[config.mk]
export PLATFORM = sky130hd
export DESIGN_NAME = mem_req_router
export DESIGN_NICKNAME = d
export VERILOG_FILES = /design/src/rtl/mrr_pkg.sv /design/src/rtl/mrr_decode.sv /design/src/rtl/mrr_fifo.sv /design/src/rtl/mrr_ctr_bank.sv /design/src/rtl/mem_req_router.sv
export SDC_FILE = /design/constraint.sdc
export NUM_CORES = 1
export LEC_CHECK = 0
export ABC_CLOCK_PERIOD_IN_PS = 3600
export BUFFER_PORTS_ARGS = -buffer_cell sky130_fd_sc_hd__buf_4
export CAP_MARGIN = 15
export CORE_MARGIN = 2
export CORE_UTILIZATION = 50
export DETAILED_ROUTE_END_ITERATION = 6
export PLACE_DENSITY = 0.73
export REMOVE_ABC_BUFFERS = 1
export SLEW_MARGIN = 20
export SYNTH_ARGS = -nofsm -noshare
export SYNTH_HDL_FRONTEND = slang
export SYNTH_SLANG_ARGS = --single-unit
[constraint.sdc]
create_clock -name clk -period 3.6 [get_ports clk]
set_input_delay 0.36 -clock clk [delete_from_list [all_inputs] [get_ports clk]]
set_output_delay 0.36 -clock clk [all_outputs]
set_load 0.02 [all_outputs]
[src/rtl/mrr_pkg.sv]
package mrr_pkg;

    localparam int LAT_W     = 7;
    localparam int CNT_KINDS = 5;

    localparam logic [LAT_W-1:0] LAT_GLB_RW  = 7'd1;
    localparam logic [LAT_W-1:0] LAT_LCL     = 7'd24;
    localparam logic [LAT_W-1:0] LAT_GLB_ATM = 7'd64;

    typedef enum logic [1:0] {
        OP_LOAD   = 2'd0,
        OP_STORE  = 2'd1,
        OP_ATOMIC = 2'd2
    } mem_op_e;

    typedef enum logic [2:0] {
        SP_GLOBAL   = 3'd0,
        SP_SPILL    = 3'd1,
        SP_PRIVATE  = 3'd2,
        SP_READONLY = 3'd3,
        SP_SHARED   = 3'd4
    } space_e;

    typedef enum logic {
        PIPE_GLB = 1'b0,
        PIPE_LCL = 1'b1
    } pipe_e;

    typedef enum logic [1:0] {
        ERR_NONE     = 2'd0,
        ERR_ATOM_SP  = 2'd1,
        ERR_ST_RO    = 2'd2,
        ERR_BAD_CODE = 2'd3
    } err_e;

    typedef struct packed {
        logic             legal;
        pipe_e            pipe;
        logic [LAT_W-1:0] lat;
        err_e             err;
    } route_t;

    // counter kinds inside one wavefront slot
    localparam int K_RD_GLB = 0;
    localparam int K_WR_GLB = 1;
    localparam int K_RD_LCL = 2;
    localparam int K_WR_LCL = 3;
    localparam int K_TOTAL  = 4;

    function automatic logic kind_hit(input int kind, input pipe_e p,
                                      input logic rd, input logic wr);
        logic hit;
        case (kind)
            K_RD_GLB: hit = (p == PIPE_GLB) && rd;
            K_WR_GLB: hit = (p == PIPE_GLB) && wr;
            K_RD_LCL: hit = (p == PIPE_LCL) && rd;
            K_WR_LCL: hit = (p == PIPE_LCL) && wr;
            default:  hit = rd || wr;
        endcase
        return hit;
    endfunction

endpackage

[src/rtl/mrr_decode.sv]
module mrr_decode
    import mrr_pkg::*;
(
    input  logic [1:0] op,
    input  logic [2:0] sp,
    output route_t     route
);
    logic bad_code;
    logic atom_ok;

    assign bad_code = (op == 2'd3) || (sp > SP_SHARED);
    assign atom_ok  = (sp == SP_GLOBAL) || (sp == SP_SHARED);

    always_comb begin
        route.pipe  = (sp == SP_SHARED) ? PIPE_LCL : PIPE_GLB;
        route.legal = 1'b0;
        route.err   = ERR_NONE;
        if (route.pipe == PIPE_LCL) begin
            route.lat = LAT_LCL;
        end else if (op == OP_ATOMIC) begin
            route.lat = LAT_GLB_ATM;
        end else begin
            route.lat = LAT_GLB_RW;
        end

        if (bad_code) begin
            route.err = ERR_BAD_CODE;
        end else if ((op == OP_ATOMIC) && !atom_ok) begin
            route.err = ERR_ATOM_SP;
        end else if ((op == OP_STORE) && (sp == SP_READONLY)) begin
            route.err = ERR_ST_RO;
        end else begin
            route.legal = 1'b1;
        end
    end
endmodule

[src/rtl/mrr_fifo.sv]
module mrr_fifo #(
    parameter int W     = 8,
    parameter int DEPTH = 4
) (
    input  logic         clk,
    input  logic         rst,
    input  logic         push,
    input  logic [W-1:0] din,
    input  logic         pop,
    output logic [W-1:0] dout,
    output logic         valid,
    output logic         full
);
    localparam int PW = (DEPTH > 1) ? $clog2(DEPTH) : 1;
    localparam int CW = $clog2(DEPTH + 1);

    logic [W-1:0]  store [DEPTH];
    logic [PW-1:0] wp, rp;
    logic [CW-1:0] fill;
    logic          do_push, do_pop;

    function automatic logic [PW-1:0] bump(input logic [PW-1:0] p);
        return (p == PW'(DEPTH - 1)) ? '0 : p + 1'b1;
    endfunction

    assign valid   = (fill != '0);
    assign full    = (fill == CW'(DEPTH));
    assign dout    = store[rp];
    assign do_push = push && !full;
    assign do_pop  = pop && valid;

    always_ff @(posedge clk) begin
        if (do_push) begin
            store[wp] <= din;
        end
    end

    always_ff @(posedge clk) begin
        if (rst) begin
            wp   <= '0;
            rp   <= '0;
            fill <= '0;
        end else begin
            if (do_push) wp <= bump(wp);
            if (do_pop)  rp <= bump(rp);
            if (do_push && !do_pop)      fill <= fill + 1'b1;
            else if (do_pop && !do_push) fill <= fill - 1'b1;
        end
    end
endmodule

[src/rtl/mrr_ctr_bank.sv]
module mrr_ctr_bank
    import mrr_pkg::*;
#(
    parameter int WF_NUM = 4,
    parameter int CNT_W  = 6,
    localparam int WFW   = (WF_NUM > 1) ? $clog2(WF_NUM) : 1
) (
    input  logic             clk,
    input  logic             rst,
    input  logic             inc_en,
    input  logic [WFW-1:0]   inc_wf,
    input  pipe_e            inc_pipe,
    input  logic             inc_rd,
    input  logic             inc_wr,
    input  logic             dec_en,
    input  logic [WFW-1:0]   dec_wf,
    input  pipe_e            dec_pipe,
    input  logic             dec_rd,
    input  logic             dec_wr,
    input  logic [WFW-1:0]   qry_wf,
    output logic [CNT_W-1:0] qry_rd_glb,
    output logic [CNT_W-1:0] qry_wr_glb,
    output logic [CNT_W-1:0] qry_rd_lcl,
    output logic [CNT_W-1:0] qry_wr_lcl,
    output logic [CNT_W-1:0] qry_total,
    output logic             uflow
);
    logic [CNT_W-1:0]            cnt_q [WF_NUM][CNT_KINDS];
    logic [WF_NUM*CNT_KINDS-1:0] under;

    for (genvar w = 0; w < WF_NUM; w++) begin : g_wf
        for (genvar k = 0; k < CNT_KINDS; k++) begin : g_kind
            logic up, dn;
            assign up = inc_en && (inc_wf == WFW'(w)) &&
                        kind_hit(k, inc_pipe, inc_rd, inc_wr);
            assign dn = dec_en && (dec_wf == WFW'(w)) &&
                        kind_hit(k, dec_pipe, dec_rd, dec_wr);
            assign under[w*CNT_KINDS + k] = dn && !up && (cnt_q[w][k] == '0);

            always_ff @(posedge clk) begin
                if (rst) begin
                    cnt_q[w][k] <= '0;
                end else if (up && !dn) begin
                    cnt_q[w][k] <= cnt_q[w][k] + 1'b1;
                end else if (dn && !up && (cnt_q[w][k] != '0)) begin
                    cnt_q[w][k] <= cnt_q[w][k] - 1'b1;
                end
            end
        end
    end

    always_ff @(posedge clk) begin
        if (rst) uflow <= 1'b0;
        else     uflow <= |under;
    end

    assign qry_rd_glb = cnt_q[qry_wf][K_RD_GLB];
    assign qry_wr_glb = cnt_q[qry_wf][K_WR_GLB];
    assign qry_rd_lcl = cnt_q[qry_wf][K_RD_LCL];
    assign qry_wr_lcl = cnt_q[qry_wf][K_WR_LCL];
    assign qry_total  = cnt_q[qry_wf][K_TOTAL];
endmodule

[src/rtl/mem_req_router.sv]
module mem_req_router
    import mrr_pkg::*;
#(
    parameter int WF_NUM  = 4,
    parameter int CNT_W   = 6,
    parameter int Q_DEPTH = 4,
    parameter int ADDR_W  = 32,
    localparam int WFW    = (WF_NUM > 1) ? $clog2(WF_NUM) : 1
) (
    input  logic              clk,
    input  logic              rst,
    input  logic              req_valid,
    output logic              req_ready,
    input  logic [1:0]        req_op,
    input  logic [2:0]        req_seg,
    input  logic [WFW-1:0]    req_wf,
    input  logic [ADDR_W-1:0] req_addr,
    output logic              err_valid,
    output logic [1:0]        err_code,
    output logic              gq_valid,
    input  logic              gq_ready,
    output logic [1:0]        gq_op,
    output logic [WFW-1:0]    gq_wf,
    output logic [6:0]        gq_lat,
    output logic [ADDR_W-1:0] gq_addr,
    output logic              lq_valid,
    input  logic              lq_ready,
    output logic [1:0]        lq_op,
    output logic [WFW-1:0]    lq_wf,
    output logic [6:0]        lq_lat,
    output logic [ADDR_W-1:0] lq_addr,
    input  logic              cmp_valid,
    input  logic [WFW-1:0]    cmp_wf,
    input  logic              cmp_pipe,
    input  logic              cmp_rd,
    input  logic              cmp_wr,
    input  logic [WFW-1:0]    qry_wf,
    output logic [CNT_W-1:0]  qry_rd_glb,
    output logic [CNT_W-1:0]  qry_wr_glb,
    output logic [CNT_W-1:0]  qry_rd_lcl,
    output logic [CNT_W-1:0]  qry_wr_lcl,
    output logic [CNT_W-1:0]  qry_total,
    output logic              cnt_uflow
);
    localparam int QW    = 2 + WFW + LAT_W + ADDR_W;
    localparam int NPIPE = 2;

    route_t          route;
    logic [NPIPE-1:0] q_push, q_pop, q_valid, q_full;
    logic [QW-1:0]   q_din;
    logic [QW-1:0]   q_dout [NPIPE];
    logic            tgt_full, accept;
    logic            acc_rd, acc_wr;

    mrr_decode u_decode (
        .op    (req_op),
        .sp    (req_seg),
        .route (route)
    );

    assign tgt_full  = q_full[route.pipe];
    assign req_ready = !route.legal || !tgt_full;
    assign accept    = req_valid && route.legal && !tgt_full;
    assign acc_rd    = (req_op == OP_LOAD)  || (req_op == OP_ATOMIC);
    assign acc_wr    = (req_op == OP_STORE) || (req_op == OP_ATOMIC);
    assign q_din     = {req_op, req_wf, route.lat, req_addr};
    assign q_pop     = {lq_ready, gq_ready};

    for (genvar p = 0; p < NPIPE; p++) begin : g_pipe
        assign q_push[p] = accept && (route.pipe == pipe_e'(p));
        mrr_fifo #(.W(QW), .DEPTH(Q_DEPTH)) u_q (
            .clk   (clk),
            .rst   (rst),
            .push  (q_push[p]),
            .din   (q_din),
            .pop   (q_pop[p]),
            .dout  (q_dout[p]),
            .valid (q_valid[p]),
            .full  (q_full[p])
        );
    end

    assign gq_valid = q_valid[PIPE_GLB];
    assign {gq_op, gq_wf, gq_lat, gq_addr} = q_dout[PIPE_GLB];
    assign lq_valid = q_valid[PIPE_LCL];
    assign {lq_op, lq_wf, lq_lat, lq_addr} = q_dout[PIPE_LCL];

    always_ff @(posedge clk) begin
        if (rst) begin
            err_valid <= 1'b0;
            err_code  <= ERR_NONE;
        end else begin
            err_valid <= req_valid && !route.legal;
            err_code  <= (req_valid && !route.legal) ? route.err : ERR_NONE;
        end
    end

    mrr_ctr_bank #(.WF_NUM(WF_NUM), .CNT_W(CNT_W)) u_ctr (
        .clk        (clk),
        .rst        (rst),
        .inc_en     (accept),
        .inc_wf     (req_wf),
        .inc_pipe   (route.pipe),
        .inc_rd     (acc_rd),
        .inc_wr     (acc_wr),
        .dec_en     (cmp_valid),
        .dec_wf     (cmp_wf),
        .dec_pipe   (pipe_e'(cmp_pipe)),
        .dec_rd     (cmp_rd),
        .dec_wr     (cmp_wr),
        .qry_wf     (qry_wf),
        .qry_rd_glb (qry_rd_glb),
        .qry_wr_glb (qry_wr_glb),
        .qry_rd_lcl (qry_rd_lcl),
        .qry_wr_lcl (qry_wr_lcl),
        .qry_total  (qry_total),
        .uflow      (cnt_uflow)
    );
endmodule

# Word level (Yosys, flattened, before mapping)
# Memory sizes are Yosys's and may differ from the RTL's. A register that Yosys moved wholly into a read port is not among the register bits.
# Index checks and enable logic that the tools add are counted.
[word_totals]
reg_bits = 18
mem_bits_rw = 464
word_cells = 588
memories = 3
[mem_list]
columns = ["memory", "depth", "width", "rd", "rd_clocked_by_memory_dff", "write_ports", "line_no", "source"]
rows = [
  ["g_pipe[0].u_q.store", 4, 43, 1, 1, 1, "mrr_fifo.sv:17", "logic [W-1:0] store [DEPTH];"],
  ["g_pipe[1].u_q.store", 4, 43, 1, 1, 1, "mrr_fifo.sv:17", ""],
  ["u_ctr.cnt_q", 4, 30, 5, 0, 4, "mrr_ctr_bank.sv:28", "logic [CNT_W-1:0] cnt_q [WF_NUM][CNT_KINDS];"],
]
[op_classes]
n_addsub = 48
n_lt_le_gt_ge = 2
n_eq_ne = 17
mux = 209
bitwise = 43
n_reduce_logical = 257
[ops]
columns = ["operator", "n"]
rows = [
  ["6-bit two-way mux", 40],
  ["1-bit two-way mux", 152],
  ["1-bit logical AND", 151],
  ["6-bit by 1-bit adder with 6-bit output, second input constant", 20],
  ["6-bit zero test", 20],
  ["6-bit nonzero test", 20],
  ["6-bit by 1-bit subtractor with 6-bit output, second input constant", 20],
  ["1-bit zero test", 49],
  ["1-bit OR", 40],
  ["2-bit two-way mux", 11],
  ["2-bit equality test, second input constant", 10],
  ["20-bit OR reduction", 1],
  ["7-bit two-way mux", 2],
  ["3-bit two-way mux", 4],
  ["3-bit equality test, second input constant", 3],
  ["2-bit by 1-bit adder with 2-bit output, second input constant", 4],
  ["1-bit logical OR", 7],
  ["3-bit by 1-bit adder with 3-bit output, second input constant", 2],
  ["2-bit by 1-bit equality test with 1-bit output, second input constant", 3],
  ["2-bit zero test", 3],
  ["3-bit nonzero test", 2],
  ["3-bit by 1-bit subtractor with 3-bit output, second input constant", 2],
  ["2-bit nonzero test", 2],
  ["3-bit by 2-bit equality test with 1-bit output, second input constant", 1],
  ["other kinds (5)", 7],
]

# Logic depth before layout (Yosys ltp)
[logic_depth]
ltp_word = 18
ltp_mapped = 14
ltp_nobuf = 14

# Hierarchy
# A second synthesis with hierarchy kept.
[hier_totals]
cells_unflattened = 1670
hier_area_um2 = 23787.8
[modules_own_cells]
columns = ["mod", "n_inst", "cells_per_inst", "area_per_inst_um2", "seq_area_each_um2"]
rows = [
  ["mrr_fifo", 2, 275, 6705.2, 5345.1],
  ["mrr_ctr_bank", 1, 1083, 10077.2, 3623.5],
  ["mem_req_router", 1, 17, 165.2, 60.1],
  ["mrr_decode", 1, 20, 135.1, 0.0],
]

# Worst setup path before layout
# OpenSTA, ideal clock, no wires.
[synth_path]
path_type = "input -> register"
startpoint = "input req_op[0]"
endpoint = "memory g_pipe[0].u_q.store[3][0] in the netlist's numbering (enable)"
arrival_time_ps = 2872
required_time_ps = 3200
setup_slack_ps = 328
path_stages = 7
path_cell_list = "inv_1 -> ha_1 -> o22ai_1 -> and2_1 -> nand3_1 -> nor3_1 -> and2_1"
[synth_via]
elab_chain_cells = 11
word_cells_on_any_way = 15
cone_classes = "eq/ne: 3; mux: 5; reduce/logical: 7"
[synth_lines]
columns = ["item", "line_no", "source"]
rows = [
  ["start, declared", "mem_req_router.sv:14", "input logic [1:0] req_op,"],
  ["2-bit by 1-bit equality test with 1-bit output", "mrr_decode.sv:30", "end else if ((op == OP_STORE) && (sp == SP_READONLY)) begin"],
  ["1-bit logical AND", "mrr_decode.sv:30", ""],
  ["1-bit two-way mux", "mrr_decode.sv:30", ""],
  ["1-bit two-way mux", "mrr_decode.sv:28", "end else if ((op == OP_ATOMIC) && !atom_ok) begin"],
  ["1-bit two-way mux *", "mrr_decode.sv:26", "if (bad_code) begin"],
  ["1-bit logical AND * (2 in a row)", "mem_req_router.sv:63", "assign accept = req_valid && route.legal && !tgt_full;"],
  ["1-bit logical AND *", "mem_req_router.sv:70", "assign q_push[p] = accept && (route.pipe == pipe_e'(p));"],
  ["1-bit logical AND *", "mrr_fifo.sv:29", "assign do_push = push && !full;"],
  ["named net g_pipe[0].u_q.do_push", "mrr_fifo.sv:20", "logic do_push, do_pop;"],
  ["1-bit two-way mux *", "mrr_fifo.sv:33", "if (do_push) begin"],
  ["1-bit two-way mux (implied by the code) *", "mrr_fifo.sv:34", "store[wp] <= din;"],
  ["end, declared", "mrr_fifo.sv:17", ""],
]
# The timed path passes the listed nets; every way through them passes the cells marked *.

==> reports/results.env <==
WORST-R2R-CELL-COUNT=13
ROUTE.DETAILED.WL_PER_INST_UM=23.5
CP-END-KIND='flip-flop'
SYNTH.YOSYS.WARNINGS=0
FINAL.PERIOD_UTILIZATION_PCT=81.3
ROUTED_WIRE_LENGTH_UM=59500
TIMING.FMAX_GHz=0.342
CRITPATHKIND='in2reg'
ENDPOINT_OF_THE_WORST_REGISTER_TO_REGISTER_PATH='u_ctr.cnt_q[2][29]'
PRE_CTS_SLACK_NS=0.308
SYNTH_SEQ_CELLS=454
SYNTH_CELLS=1696
DIE_AREA_SQ_UM=47700
CTS_TREE='done'
LAYOUT.CELLS.MOST_COMMON_LIST='edfxtp_1, buf_4, mux4_2, nor2_1, nand2_1'
GRT_FIRST_PASS_WIRELENGTH_UM=90700
CRITICAL_PATH.ENDPOINT='u_ctr.cnt_q[3][17]'
CLASS_OF_THE_WORST_HOLD_PATH='in2reg'
GRT_UTIL_MET1_PCT=31.2
CRITICAL_PATH.STARTPOINT='req_op[0]'
SYNTHESIS.AREA_SQ_UM=23000
YS_SEQ_AREA_SHARE_PCT=58.3
RRSETUPSLACK_NS=0.76
SYN_AREA_PER_CELL_SQ_UM=13.6
INITIAL_CORE_UTIL_PCT=50.7
YS_ASYNC_SR_FRACTION_PCT=0
VIAS_POST_DR=16000
RSZ0062_AT_GRT='no'
TRACK_USAGE_PCT=24.7
VIASPERCELL=6.29
YS_TYPES=86
TIMING.FINAL.CRIT_PERIOD_NS=2.93
R2R_START='g_pipe[1].u_q.fill[0]'
GLOBALROUTE.TOTALOVERFLOW=0
WORST-SLEW-PIN-TRANSITION_NS=0.988
SYNTH-MAIN-FF-CELL='edfxtp_1'
FINAL_CORE_UTIL_PCT=58.8
FIN_SKEW_NS=0.0164
TOTAL_POWER_uW=13700
DRIVE_GT1_SHARE_PCT=22.5
CLKTRANSATPATHREGS_NS=0.06
FINAL_HOLD_VIOL_COUNT=0
SYNTHDOMINANTCELLAREASHARE_PCT=56.4
CLOCKBUFFERDEPTH=3
MET3_USAGE_PCT=5.46
WORST-ENDPOINT-ARRIVAL_NS=3.36
LEAKAGE_DISSIPATION_uW=0.00923
REMAINING_DRC_ERRORS=0
SYNTH_TOP_CELLS_BY_AREA='edfxtp_1, mux4_2, ha_1, dfxtp_1, a21oi_1'
SYNTH_EDF_COUNT=432
DRT.ANTENNA.VIOLATING_NETS=0
PIN_COUNT_OF_THE_BIGGEST_NET_ENTERING_GLOBAL_ROUTING=40
WORST-ENDPOINT-REQUIRED_NS=4.04
GRT_BUSIEST_LAYER='met2'
DP.CELLS=2439
DETAIL_ROUTE.FIRST_PASS.ITERATIONS=6
DETAILEDPLACEMENTHPWL_UM=38500
POWER.DENSITY_nW_PER_UM2=514
SETUP_VIOL=0
DIE-WIDTH_UM=218
CORE_REGION_AREA_SQ_UM=45400
SYNTH_LARGEST_AREA_CELL='edfxtp_1'
IR_DROP_mV=0.413
PLACEMENT_ROWS=78
TOTAL_I_O_PIN_COUNT=175
DRT_ITER0_DRC=1592
CTS_ROOT_BUF='clkbuf_16'
RESULT_OF_THE_RUN='finished, final reports clean'
VIA_COUNT_OF_THE_FIRST_GLOBAL_ROUTING_PASS=15800
CTS_SINKS=454
FINAL_NET_COUNT=2031
GLOBALPLACE.CONGESTION=0.941
CTS_MADE_BUFFERS=46
SETUP.WORST_PATH.START_CLASS='primary input'
CTS_REPAIR_RESIZED_INSTS=0
GRT_MET2_USAGE_PCT=43.1
CLKLATENCYLATEPIN_NS=0.57
INSTANCES_NO_FILL=2535
MAXCAPVIOLCOUNT=0
DIE_HEIGHT_UM=218
H-TREE-DEPTH=2
SETUP_SLACK_NS=0.673
TOTAL_OF_BUFFERS_PLACED_ON_INPUT_AND_OUTPUT_PORTS=168
SYN_TO_FINAL_GROWTH_PCT=16.1
SLEW-LIMIT-HEADROOM_PCT=33.6
ANTENNA_FOUND_INITIAL=5
CRIT_FANOUT=11
MOST_COMMON_CELL_AFTER_LAYOUT_FILL_AND_TAPS_ASIDE='edfxtp_1'
POST_CTS.REPAIR.SETUP_BUFFERS=0
FINALMAXSLEWVIOLATIONS=0
FIN_TNS_SETUP_NS=0
layer usage:
metal	part of all wire (%)	wire length [um]	up-vias
li1	-	-	7118
met1	39	22900	7993
met2	51	30200	737
met3	8.5	5030	99
met4	2.2	1320	6
met5	0.057	34	-
per-stage QoR:
step	hold WS, ns	area (sq um)
finish	0.0263	26700
global route	0.0164	26700
CTS	0.000941	26700
detailed placement	0.473	25200
global placement	0.460	25200
floorplan	0.429	22600
cell usage after synthesis, drive strengths merged (28+ instances only):
cell type and n:
edfxtp 432, mux4 108, nor2 107, nand2 82, a21oi 80, ha 77, inv 73, nand3 69
nor3 67, clkbuf 56, o21ai 52, xor2 32, buf 31, or3 29, and3 28
cells by family after synthesis:
group / share of synthesized area [%]
AOI/OAI and AO/OA: 9.55
and+or+nand+nor: 11.8
muxes: 11.6
DFF: 58.3
adders and majority gates: 4.45
xor gates and xnor gates: 1.37
buffers and inverters: 2.86
other: 0.0163
area by class of cell:
class                           count  area (sq um)
Inverter                           75           282
Clock inverter                     23           129
Timing Repair Buffer              237          1930
Clock buffer                       59          1220
Antenna cell                        2          5.00
Tap cell                          600           751
Sequential cell                   454         13400
Fill cell                        3430         18700
Multi-Input combinational cell   1085          8950
what timing repair did:
action,CTS,global route
setup endpoints to repair,0,0
hold endpoints to repair,78,0
hold buffers,12,0
flip-flops by register name (all words and copies together) (netlist names), named ones only:
| signal | cells |
|---|---|
| u_ctr.uflow | 1 |
| g_pipe.u_q.rp | 4 |
| g_pipe.u_q.fill | 6 |
| u_ctr.cnt_q | 120 |
| err_valid | 1 |
| g_pipe.u_q.store | 312 |
| err_code | 2 |
| g_pipe.u_q.wp | 4 |
power breakdown:
group	leakage, uW	switching [uW]	internal, uW
combinational	0.00433	1670	1360
sequential	0.00424	292	6030
clock	0.000661	1970	2400
worst min-delay path by stage:
| stage | from | endpoint | slack [ns] | cells past startpoint |
|---|---|---|---|---|
| 6_report | req_addr[18] | g_pipe[0].u_q.store[0][18] | 0.03 | 1 |
| 3_3_place_gp | g_pipe[1].u_q.rp[1] | flip-flop | 0.46 | 2 |
| 2_1_floorplan | rst | g_pipe[0].u_q.fill[2] | 0.43 | 1 |
| 3_5_place_dp | g_pipe[1].u_q.rp[1] | flip-flop | 0.47 | 2 |
| 5_1_grt | req_addr[2] | g_pipe[1].u_q.store[0][2] | 0.02 | 1 |
| 4_1_cts | req_addr[16] | g_pipe[0].u_q.store[1][16] | 0.0009 | 1 |
critical path, cell delays in order:
cell,delay [ns]
buf_4,0.15
inv_1,0.08
ha_1,0.28
o22ai_1,0.21
buf_4,0.18
nand4_1,0.46
nor2_2,0.56
nand4_1,0.50
o221ai_1,0.38
o21a_1,0.17
(Power assumes the default switching activity.)
